File: config.mk
export PLATFORM = sky130hd
export DESIGN_NAME = scanline_ring
export DESIGN_NICKNAME = d
export VERILOG_FILES = /design/src/rtl/scanring_pkg.sv /design/src/rtl/scanring_ctrl.sv /design/src/rtl/scanring_gate.sv /design/src/rtl/scanring_store.sv /design/src/rtl/scanline_ring.sv
export SDC_FILE = /design/constraint.sdc
export NUM_CORES = 1
export LEC_CHECK = 0
export CAP_MARGIN = 20
export CELL_PAD_IN_SITES_DETAIL_PLACEMENT = 1
export CELL_PAD_IN_SITES_GLOBAL_PLACEMENT = 1
export CORE_AREA = 5 5 316 318
export CTS_CLUSTER_DIAMETER = 80
export DETAILED_ROUTE_END_ITERATION = 6
export DIE_AREA = 0 0 321 323
export PLACE_DENSITY = 0.56
export SLEW_MARGIN = 20
export SYNTH_ARGS = -nofsm -noshare
export SYNTH_HDL_FRONTEND = slang
export SYNTH_SLANG_ARGS = --single-unit
File: constraint.sdc
create_clock -name clk -period 3.15 [get_ports clk]
set_input_delay 0.315 -clock clk [delete_from_list [all_inputs] [get_ports clk]]
set_output_delay 0.315 -clock clk [all_outputs]
set_load 0.02 [all_outputs]
File: src/rtl/scanring_pkg.sv
package scanring_pkg;

    localparam int unsigned SLOT_CNT = 4;
    localparam int unsigned SLOT_W   = 2;

    typedef enum logic [2:0] {
        ST_IDLE,
        ST_PRIME0,
        ST_PRIME1,
        ST_RUN,
        ST_REQ
    } ring_state_t;

endpackage

File: src/rtl/scanring_ctrl.sv
module scanring_ctrl
    import scanring_pkg::*;
#(
    parameter int unsigned LINE_W = 11
) (
    input  logic              clk,
    input  logic              rst_n,
    input  logic              vsync_i,
    input  logic              hsync_i,
    input  logic              fill_ack_i,
    input  logic              fill_done_i,
    output logic              fill_req_o,
    output logic [LINE_W-1:0] fill_line_o,
    output logic [SLOT_W-1:0] fill_slot_o,
    output logic [SLOT_W-1:0] stream_slot_o,
    output logic              fill_busy_o,
    output logic [SLOT_W-1:0] busy_slot_o,
    output logic              ptr_ld_o,
    output logic [SLOT_W-1:0] ptr_slot_o,
    output logic              underrun_o
);

    ring_state_t         state, state_nxt;
    logic [LINE_W-1:0]   cur_line;
    logic [LINE_W-1:0]   req_line;
    logic [SLOT_W-1:0]   req_slot;
    logic [SLOT_W-1:0]   strm_slot;
    logic [SLOT_W-1:0]   nxt_slot;
    logic [SLOT_CNT-1:0] ready;
    logic                busy;
    logic [SLOT_W-1:0]   busy_slot;
    logic                under_q;
    logic                hs_take;
    logic                ack_take;
    logic                req_state;

    // state register
    always_ff @(posedge clk) begin
        if (!rst_n) state <= ST_IDLE;
        else        state <= state_nxt;
    end

    // next state
    always_comb begin
        state_nxt = state;
        unique case (state)
            ST_IDLE:   state_nxt = ST_IDLE;
            ST_PRIME0: if (ack_take) state_nxt = ST_PRIME1;
            ST_PRIME1: if (ack_take) state_nxt = ST_RUN;
            ST_RUN:    if (hs_take) state_nxt = ST_REQ;
            ST_REQ:    if (ack_take && !hs_take) state_nxt = ST_RUN;
        endcase
        if (vsync_i) state_nxt = ST_PRIME0;
    end

    // outputs derived from state
    always_comb begin
        req_state = 1'b0;
        hs_take   = 1'b0;
        unique case (state)
            ST_IDLE:   begin req_state = 1'b0; hs_take = 1'b0;    end
            ST_PRIME0: begin req_state = 1'b1; hs_take = 1'b0;    end
            ST_PRIME1: begin req_state = 1'b1; hs_take = 1'b0;    end
            ST_RUN:    begin req_state = 1'b0; hs_take = hsync_i; end
            ST_REQ:    begin req_state = 1'b1; hs_take = hsync_i; end
        endcase
        nxt_slot   = strm_slot + SLOT_W'(1);
        fill_req_o = req_state && !busy;
        ack_take   = fill_ack_i && fill_req_o;
        ptr_ld_o   = vsync_i || hs_take;
        ptr_slot_o = vsync_i ? SLOT_W'(SLOT_CNT - 1) : nxt_slot;
    end

    // line, slot and readiness bookkeeping
    always_ff @(posedge clk) begin
        if (!rst_n || vsync_i) begin
            strm_slot <= SLOT_W'(SLOT_CNT - 1);
            cur_line  <= '1;
            req_line  <= '0;
            req_slot  <= '0;
            ready     <= '0;
            busy      <= 1'b0;
            busy_slot <= '0;
            under_q   <= 1'b0;
        end else begin
            if (fill_done_i && busy) begin
                ready[busy_slot] <= 1'b1;
                busy             <= 1'b0;
            end
            if (ack_take) begin
                busy            <= 1'b1;
                busy_slot       <= req_slot;
                ready[req_slot] <= 1'b0;
                if (state == ST_PRIME0) begin
                    req_line <= LINE_W'(1);
                    req_slot <= SLOT_W'(1);
                end
            end
            if (hs_take) begin
                strm_slot        <= nxt_slot;
                cur_line         <= cur_line + LINE_W'(1);
                req_line         <= cur_line + LINE_W'(3);
                req_slot         <= strm_slot + SLOT_W'(3);
                ready[strm_slot] <= 1'b0;
                if (!ready[nxt_slot]) under_q <= 1'b1;
            end
        end
    end

    assign fill_line_o   = req_line;
    assign fill_slot_o   = req_slot;
    assign stream_slot_o = strm_slot;
    assign fill_busy_o   = busy;
    assign busy_slot_o   = busy_slot;
    assign underrun_o    = under_q;

    assert_slot_step_R3: assert property (@(posedge clk) disable iff (!rst_n)
        (hs_take && !vsync_i) |=> stream_slot_o == SLOT_W'($past(stream_slot_o) + SLOT_W'(1)));

    assert_req_ahead_R3: assert property (@(posedge clk) disable iff (!rst_n)
        (state == ST_REQ) |-> fill_slot_o == SLOT_W'(stream_slot_o + SLOT_W'(2)));

    assert_req_hold_R2: assert property (@(posedge clk) disable iff (!rst_n)
        (fill_req_o && !fill_ack_i && !vsync_i && !hsync_i)
        |=> (fill_req_o && $stable(fill_line_o) && $stable(fill_slot_o)));

    assert_underrun_hold_R9: assert property (@(posedge clk) disable iff (!rst_n)
        (underrun_o && !vsync_i) |=> underrun_o);

    assert_prime_ignore_R10: assert property (@(posedge clk) disable iff (!rst_n)
        (hsync_i && !vsync_i && (state == ST_IDLE || state == ST_PRIME0 || state == ST_PRIME1))
        |=> $stable(stream_slot_o));

endmodule

File: src/rtl/scanring_gate.sv
module scanring_gate
    import scanring_pkg::*;
(
    input  logic              ov_rd_i,
    input  logic              ov_we_i,
    input  logic [SLOT_W-1:0] ov_slot_i,
    input  logic [SLOT_W-1:0] stream_slot_i,
    input  logic              fill_busy_i,
    input  logic [SLOT_W-1:0] busy_slot_i,
    output logic              ov_ok_o,
    output logic              ov_rd_o,
    output logic              ov_we_o
);

    logic hits_stream;
    logic hits_fill;

    always_comb begin
        hits_stream = (ov_slot_i == stream_slot_i);
        hits_fill   = fill_busy_i && (ov_slot_i == busy_slot_i);
        ov_ok_o     = !hits_stream && !hits_fill;
        ov_rd_o     = ov_rd_i && ov_ok_o;
        ov_we_o     = ov_we_i && ov_ok_o;
    end

endmodule

File: src/rtl/scanring_store.sv
module scanring_store
    import scanring_pkg::*;
#(
    parameter int unsigned PIX_W    = 8,
    parameter int unsigned LINE_PIX = 16
) (
    input  logic                         clk,
    input  logic                         rst_n,
    input  logic                         fill_we_i,
    input  logic [SLOT_W-1:0]            fill_slot_i,
    input  logic [$clog2(LINE_PIX)-1:0]  fill_addr_i,
    input  logic [PIX_W-1:0]             fill_data_i,
    input  logic                         ov_rd_i,
    input  logic                         ov_ok_i,
    input  logic                         ov_we_i,
    input  logic [SLOT_W-1:0]            ov_slot_i,
    input  logic [$clog2(LINE_PIX)-1:0]  ov_addr_i,
    input  logic [PIX_W-1:0]             ov_wdata_i,
    output logic [PIX_W-1:0]             ov_rdata_o,
    input  logic                         pix_en_i,
    input  logic                         ptr_ld_i,
    input  logic [SLOT_W-1:0]            ptr_slot_i,
    output logic [PIX_W-1:0]             pix_o
);

    localparam int unsigned PIX_AW  = $clog2(LINE_PIX);
    localparam int unsigned RING_AW = PIX_AW + SLOT_W;
    localparam int unsigned DEPTH   = SLOT_CNT * LINE_PIX;

    logic [PIX_W-1:0]   mem [DEPTH];
    logic [RING_AW-1:0] rd_ptr;

    always_ff @(posedge clk) begin
        if (fill_we_i) mem[{fill_slot_i, fill_addr_i}] <= fill_data_i;
        if (ov_we_i)   mem[{ov_slot_i, ov_addr_i}]     <= ov_wdata_i;
    end

    always_ff @(posedge clk) begin
        if (!rst_n) begin
            rd_ptr     <= '0;
            pix_o      <= '0;
            ov_rdata_o <= '0;
        end else begin
            if (ptr_ld_i)      rd_ptr <= {ptr_slot_i, PIX_AW'(0)};
            else if (pix_en_i) rd_ptr <= rd_ptr + RING_AW'(1);
            if (pix_en_i) pix_o <= mem[rd_ptr];
            if (ov_rd_i)  ov_rdata_o <= ov_ok_i ? mem[{ov_slot_i, ov_addr_i}] : '0;
        end
    end

    assert_ptr_step_R5: assert property (@(posedge clk) disable iff (!rst_n)
        (pix_en_i && !ptr_ld_i) |=> rd_ptr == RING_AW'($past(rd_ptr) + RING_AW'(1)));

    assert_ptr_load_R6: assert property (@(posedge clk) disable iff (!rst_n)
        ptr_ld_i |=> rd_ptr[PIX_AW-1:0] == '0);

    assert_write_apart_R7: assert property (@(posedge clk) disable iff (!rst_n)
        (fill_we_i && ov_we_i) |-> ov_slot_i != fill_slot_i);

endmodule

File: src/rtl/scanline_ring.sv
module scanline_ring
    import scanring_pkg::*;
#(
    parameter int unsigned PIX_W    = 8,
    parameter int unsigned LINE_PIX = 16,
    parameter int unsigned LINE_W   = 11
) (
    input  logic                        clk,
    input  logic                        rst_n,
    input  logic                        vsync_i,
    input  logic                        hsync_i,
    output logic                        fill_req_o,
    output logic [LINE_W-1:0]           fill_line_o,
    output logic [1:0]                  fill_slot_o,
    input  logic                        fill_ack_i,
    input  logic                        fill_we_i,
    input  logic [$clog2(LINE_PIX)-1:0] fill_addr_i,
    input  logic [PIX_W-1:0]            fill_data_i,
    input  logic                        fill_done_i,
    input  logic [1:0]                  ov_slot_i,
    input  logic [$clog2(LINE_PIX)-1:0] ov_addr_i,
    input  logic                        ov_rd_i,
    input  logic                        ov_we_i,
    input  logic [PIX_W-1:0]            ov_wdata_i,
    output logic                        ov_ok_o,
    output logic [PIX_W-1:0]            ov_rdata_o,
    input  logic                        pix_en_i,
    output logic [PIX_W-1:0]            pix_o,
    output logic [1:0]                  stream_slot_o,
    output logic                        underrun_o
);

    logic              fill_busy;
    logic [SLOT_W-1:0] busy_slot;
    logic              ptr_ld;
    logic [SLOT_W-1:0] ptr_slot;
    logic              ov_rd_ok;
    logic              ov_we_ok;
    logic              fill_we_ok;

    scanring_ctrl #(.LINE_W(LINE_W)) u_ctrl (
        .clk           (clk),
        .rst_n         (rst_n),
        .vsync_i       (vsync_i),
        .hsync_i       (hsync_i),
        .fill_ack_i    (fill_ack_i),
        .fill_done_i   (fill_done_i),
        .fill_req_o    (fill_req_o),
        .fill_line_o   (fill_line_o),
        .fill_slot_o   (fill_slot_o),
        .stream_slot_o (stream_slot_o),
        .fill_busy_o   (fill_busy),
        .busy_slot_o   (busy_slot),
        .ptr_ld_o      (ptr_ld),
        .ptr_slot_o    (ptr_slot),
        .underrun_o    (underrun_o)
    );

    scanring_gate u_gate (
        .ov_rd_i       (ov_rd_i),
        .ov_we_i       (ov_we_i),
        .ov_slot_i     (ov_slot_i),
        .stream_slot_i (stream_slot_o),
        .fill_busy_i   (fill_busy),
        .busy_slot_i   (busy_slot),
        .ov_ok_o       (ov_ok_o),
        .ov_rd_o       (ov_rd_ok),
        .ov_we_o       (ov_we_ok)
    );

    assign fill_we_ok = fill_we_i && fill_busy;

    scanring_store #(.PIX_W(PIX_W), .LINE_PIX(LINE_PIX)) u_store (
        .clk         (clk),
        .rst_n       (rst_n),
        .fill_we_i   (fill_we_ok),
        .fill_slot_i (busy_slot),
        .fill_addr_i (fill_addr_i),
        .fill_data_i (fill_data_i),
        .ov_rd_i     (ov_rd_i),
        .ov_ok_i     (ov_rd_ok),
        .ov_we_i     (ov_we_ok),
        .ov_slot_i   (ov_slot_i),
        .ov_addr_i   (ov_addr_i),
        .ov_wdata_i  (ov_wdata_i),
        .ov_rdata_o  (ov_rdata_o),
        .pix_en_i    (pix_en_i),
        .ptr_ld_i    (ptr_ld),
        .ptr_slot_i  (ptr_slot),
        .pix_o       (pix_o)
    );

    assert_ov_stream_R8: assert property (@(posedge clk) disable iff (!rst_n)
        ov_we_ok |-> ov_slot_i != stream_slot_o);

endmodule

==> impl_metrics.ini, run 1 <==
[global_route]
grt_pass1_wl_um = 196000
grt_max_degree = 65
overflow = 0
track_usage_pct = 26.0
antenna_found_initial = 5
grt_pass1_vias = 25700

[critical_path]
cp-start-kind = flip-flop
crit_path_end_kind = flip-flop
path_class = flip-flop to flip-flop
critPathMaxFanout = 28
required_ps = 3650
cp.arrival_ps = 3400

[sta]
fin_skew_ps = 27.0
finalCritPeriodShare_pct = 92.0
relSlewSlack_pct = 22.9
rsz0062_at_grt = false
worst_pin_slew_ps = 1160
finalSetupTns_ps = 0
holdWs_ps = 207
timing.fmax_mhz = 345
hold_viol = 0
period_minus_slack_ps = 2900
setup_viol = 0
maxSlewViolCount = 0

[power]
power_w = 0.0186
powerDensity_nw_per_um2 = 473
vdd_drop_max_uv = 347
leakagePower_nw = 13.1

[synthesis]
ys.flop_type = edfxtp_1
ys_seq_area_share_pct = 49.3
synth_most_common_cell = mux2_2
synth-edff-count = 512
netlist.area_leader.share_pct = 45.7
yosys-top-cells-area = edfxtp_1, mux2_2, mux4_2, mux2i_1, dfxtp_1
syn_area_um2 = 33600
synthArstFlopShare_pct = 0
synth-seq-cells = 571
ys_top_cells_by_count = mux2_2, edfxtp_1, mux2i_1
ys_warn_count = 0
syn_inst = 2532
syn_nets = 2575
synth_cell_type_count = 65
syn_area_per_cell_um2 = 13.3
synth_top_cell_by_area = edfxtp_1

[clocking]
cts_root_buffer = clkbuf_16
holdBufCountCts = 0
path_clk_slew_ps = 60
postCtsSetupRepairBufs = 0
cts.sinks = 571
clock_latency_ps = 640
clk_path_buf_depth = 3
cts_max_level = 3
cts_tree = done
numCtsBuffers = 72
cts_resized = 0

[layout]
fillers = 9868
drive_above_1_share_pct = 41.2
num-nets-final = 2708
fin_area_um2 = 39300
seq_area_um2 = 16600
layout.cells.non_filler = 3999
syn_to_final_growth_pct = 17.0
multiInputGateArea_um2 = 15900

[floorplanning]
row_count = 114
die_h_um = 323
die_w_um = 321
core_um2 = 96300
die_area_um2 = 104000
num_io_pins = 70
start_util_pct = 34.9

[detailed_routing]
vias = 24900
wl_per_cell_um = 34.6
avgViaCountPerCell = 6.24
drt_wl_total_um = 138000
drtPass1Iterations = 5
drc = 0
drt_iter0_drc = 2797
ant_nets = 0

[placement]
port_buffers = 69
placed_cells = 3867
post-dp-hpwl_um = 96000
place_area_um2 = 37000
place.gp.congestion = 0.929

[run_status]
status = finished, final reports clean

[hold_path]
worstHoldPathType = input port to flip-flop

[job]
cap_viol_max_count = 0
-- stage by stage --
stage,utilization [%],setup WS (ps)
3_5_place_dp,38.5,5.55
5_1_grt,40.8,273
4_1_cts,40.8,401
2_1_floorplan,-,514
6_report,40.9,252
3_3_place_gp,38.5,-39.0
-- worst paths after layout --
check / start / endpoint / slack [ps] / cells after the start
worst min register to register: u_ctrl.fill_line_o[6] / u_ctrl.fill_line_o[6] / 470 / 2
worst min-delay path: fill_data_i[7] / u_store.mem[16][7] / 210 / 2
worst max register to register: u_store.rd_ptr[1] / u_store.pix_o[1] / 250 / 7
worst max-delay path: u_store.rd_ptr[1] / u_store.pix_o[1] / 250 / 7
-- registers in the layout, indices dropped and copies added (netlist names) --
register / cells
u_store.mem: 512
u_ctrl.cur_line: 11
u_ctrl.fill_line_o: 11
u_store.ov_rdata_o: 8
u_store.pix_o: 8
u_store.rd_ptr: 6
u_ctrl.ready: 4
u_ctrl.state: 3
u_ctrl.busy_slot_o: 2
u_ctrl.fill_slot_o: 2
u_ctrl.stream_slot_o: 2
u_ctrl.fill_busy_o: 1
u_ctrl.underrun_o: 1
-- layout by cell type (no fill, tap or decap), types with 10 or more instances in the layout --
cell type,n
buf_4,235
buf_2,16
o22ai_1,104
nor2_2,26
a211oi_1,23
clkbuf_1,18
nand3_1,46
a32oi_1,11
clkbuf_16,77
xor2_1,12
xnor2_1,14
nand2_1,92
nor2b_1,13
a22oi_1,78
a221oi_1,21
nand2_2,28
buf_12,28
dfxtp_1,56
mux2_2,531
mux2i_1,198
o211ai_1,10
nor2_1,58
a21oi_1,51
clkinv_1,17
nand3b_1,12
mux4_2,124
o21ai_0,83
edfxtp_1,512
clkdlybuf4s50_1,50
-- power breakdown --
group          switching, W  internal [W]  leakage, nW
clock network       0.00340       0.00486         1.12
registers         0.0000635       0.00829         5.09
logic               0.00120      0.000803         6.88
total               0.00466        0.0140         13.1
-- routing by layer --
layer,up-vias,wire length (um),global-route usage (%)
li1,10300,-,-
met1,13200,59900,36.6
met2,1194,62800,40.9
met3,227,10200,4.24
met4,0,5500,9.22
met5,-,0,0
-- layout make-up --
cell class | instances | share of cell area (%)
tap | 1276 | 4.06
clock buffer | 95 | 5.07
antenna | 1 | 0.00636
multi-input combinational | 1681 | 40.5
inverter | 9 | 0.0859
timing repair buffer | 330 | 7.42
clock inverter | 36 | 0.763
sequential | 571 | 42.1
-- logic make-up after synthesis --
group,count (synthesis),synth area share (%)
xor gates and xnor gates,26,0.678
AOI/OAI and AO/OA,442,8.83
DFF,571,49.3
and+or+nand+nor,352,5.53
muxes,854,32.0
adders and majority gates,7,0.261
buffers and inverters,280,3.40
-- worst max-delay path: stages, from the launching register on --
cell	delay, ps
dfxtp_4	730
nand3b_1	220
buf_4	300
o22ai_1	110
a211oi_1	610
o21ai_0	320
nand3_1	330
nand2_1	100
No activity file was read; power rests on OpenSTA's default activity.
==> inputs of run 2 (changes only) <==
--- a/config.mk
+++ b/config.mk
@@ -5,6 +5,7 @@
 export SDC_FILE = /design/constraint.sdc
 export NUM_CORES = 1
 export LEC_CHECK = 0
+export ABC_CLOCK_PERIOD_IN_PS = 3150
 export CAP_MARGIN = 20
 export CELL_PAD_IN_SITES_DETAIL_PLACEMENT = 1
 export CELL_PAD_IN_SITES_GLOBAL_PLACEMENT = 1
==> results of run 2 <==
No change in the layout: final DEF, timing and power equal those of run 1.
==> inputs of run 3 (changes only) <==
--- a/config.mk
+++ b/config.mk
@@ -6,10 +6,10 @@
 export NUM_CORES = 1
 export LEC_CHECK = 0
 export ABC_CLOCK_PERIOD_IN_PS = 3150
-export CAP_MARGIN = 20
 export CELL_PAD_IN_SITES_DETAIL_PLACEMENT = 1
 export CELL_PAD_IN_SITES_GLOBAL_PLACEMENT = 1
 export CORE_AREA = 5 5 316 318
+export CTS_BUF_LIST = sky130_fd_sc_hd__clkbuf_4
 export CTS_CLUSTER_DIAMETER = 80
 export DETAILED_ROUTE_END_ITERATION = 6
 export DIE_AREA = 0 0 321 323
==> impl_metrics.ini, run 3 (same netlist as run 1, synthesis figures left out) <==
[run_status]
status = finished, violations left
violations = design-rule violations

[hold_path]
hp-start = ov_addr_i[2]
min_to = u_store.mem[62][7]
worstHoldPathType = input port to flip-flop
holdPathStages = 6

[floorplanning]
start_util_pct = 34.9
row_count = 114
num_io_pins = 70
core_um2 = 96300
die_h_um = 323
die_w_um = 321
die_area_um2 = 104000

[critical_path]
required_ps = 4000
slowest_stage = dlygate4sd3_1
r2r_end = u_store.mem[25][0]
cp-start-kind = flip-flop
worstPathCellList = xnor2_1 -> a32oi_2 -> buf_4 -> and3_1 -> nand2_2 -> buf_4 -> nor2_4 -> mux2_2 -> dlygate4sd3_1
slowest_delay_ps = 560
reg2regPathDepth = 9
crit_path_end_kind = flip-flop
critPathMaxFanout = 8
cp.arrival_ps = 3760
path_common_cell = buf_4
path_class = flip-flop to flip-flop
r2r-start = u_ctrl.busy_slot_o[1]
r2r_slack_ps = 230

[global_route]
grt_pass1_vias = 26600
grt_pass1_wl_um = 199000
track_usage_pct = 26.4
overflow = 0
antenna_found_initial = 5
grt_max_degree = 65

[sta]
finalSetupTns_ps = 0
rsz0062_at_grt = false
fin_skew_ps = 114
fin_ws_ps = 234
finalCritPeriodShare_pct = 92.6
setup_viol = 0
period_minus_slack_ps = 2920
hold_viol = 0
maxSlewViolCount = 0
relSlewSlack_pct = 21.5
worst_pin_slew_ps = 1180
timing.fmax_mhz = 343

[clocking]
clock_latency_ps = 1110
cts_max_level = 4
cts_tree = done
clk_path_buf_depth = 3
postCtsSetupRepairBufs = 0
path_clk_slew_ps = 80
cts_root_buffer = clkbuf_4
cts.sinks = 571
numCtsBuffers = 166

[detailed_routing]
ant_nets = 0
drt_iter0_drc = 2969
vias = 25700
drtPass1Iterations = 7
drc = 4
drt_wl_total_um = 140000
wl_per_cell_um = 33.4
avgViaCountPerCell = 6.14

[power]
leakagePower_nw = 13.3
powerDensity_nw_per_um2 = 448
vdd_drop_max_uv = 302

[job]
cap_viol_max_count = 0

[placement]
post-dp-hpwl_um = 96000
dp_slack_ps = 5.55
port_buffers = 69
place.gp.congestion = 0.929

[layout]
syn_to_final_growth_pct = 17.1
final_common_cell = mux2_2
num-nets-final = 2824
regMostFlops = u_store.mem
drive_above_1_share_pct = 44.1
final_cell_mix = mux2_2, edfxtp_1, clkbuf_4
largest_reg_flops = 512
## run 3: cell count changes in the layout (fill, tap and decap cells not counted), sizes merged
cell / before / now
inv: 11 / 15
bufinv: 5 / 2
dlygate4sd3: 0 / 22
clkbuf: 95 / 242
diode: 1 / 2
clkinv: 27 / 42
## run 3: final cells by class
type                       count  area, um^2
clock inverter                52         274
antenna                        2        5.00
sequential                   571       16600
timing repair buffer         352        3140
inverter                       9        33.8
multi-input combinational   1681       15900
clock buffer                 242        1820
fill                       10000       56900
tap                         1276        1600
## run 3: power by group
| group | total, W | internal [W] | switching (W) |
|---|---|---|---|
| clock network | 0.00725 | 0.00368 | 0.00357 |
| logic | 0.00202 | 0.000821 | 0.00120 |
| registers | 0.00835 | 0.00829 | 0.0000639 |
| total | 0.0176 | 0.0128 | 0.00484 |
## run 3: how the worst max path moves through the flow
stage                                  from                  to  slack (ps)  depth (start not counted)
floorplan           u_ctrl.stream_slot_o[0]   u_store.mem[6][0]         510                          6
global placement               ov_slot_i[1]  u_store.mem[34][1]         -40                         10
detailed placement             ov_slot_i[0]  u_store.mem[34][2]           6                         10
CTS                         u_ctrl.state[1]          fill_req_o          30                          4
global route                u_ctrl.state[2]          fill_req_o          60                          4
finish                u_ctrl.busy_slot_o[1]  u_store.mem[25][0]         230                          9
## run 3: routing by layer
metal,part of all wire (%),GRT usage [%]
met1,43,36.7
met2,45,41.1
met3,7.5,4.84
met4,4.0,10.4
met5,0,0
## run 3: metrics by stage
step / hold WS [ps] / cells / power, W / cell area (um^2) / utilization, %
after floorplan: 439 / 2532 / 0.00965 / 33600 / -
after global placement: 461 / 3867 / 0.0104 / 37000 / 38.5
after detailed placement: 462 / 3867 / 0.0105 / 37000 / 38.5
after CTS: 5.76 / 4183 / 0.0178 / 39400 / 40.9
after global routing: 70.7 / 4185 / 0.0183 / 39400 / 40.9
final: 137 / 4185 / 0.0176 / 39400 / 40.9
## run 3: what timing repair did
item	CTS	global route
endpoints found under the setup margin	1	4
hold buffers	22	0
hold endpoints to repair	227	0
gates resized for setup	1	3
## run 3: critical path, delay by kind of cell, from the launching register on
| kind | cells | cell delay, ps |
|---|---|---|
| AO/OA/AOI/OAI | 1 | 200 |
| XOR/XNOR | 1 | 140 |
| buffers and inverters | 3 | 1030 |
| flip-flops | 1 | 320 |
| multiplexers | 1 | 370 |
| AND/OR/NAND/NOR | 3 | 660 |
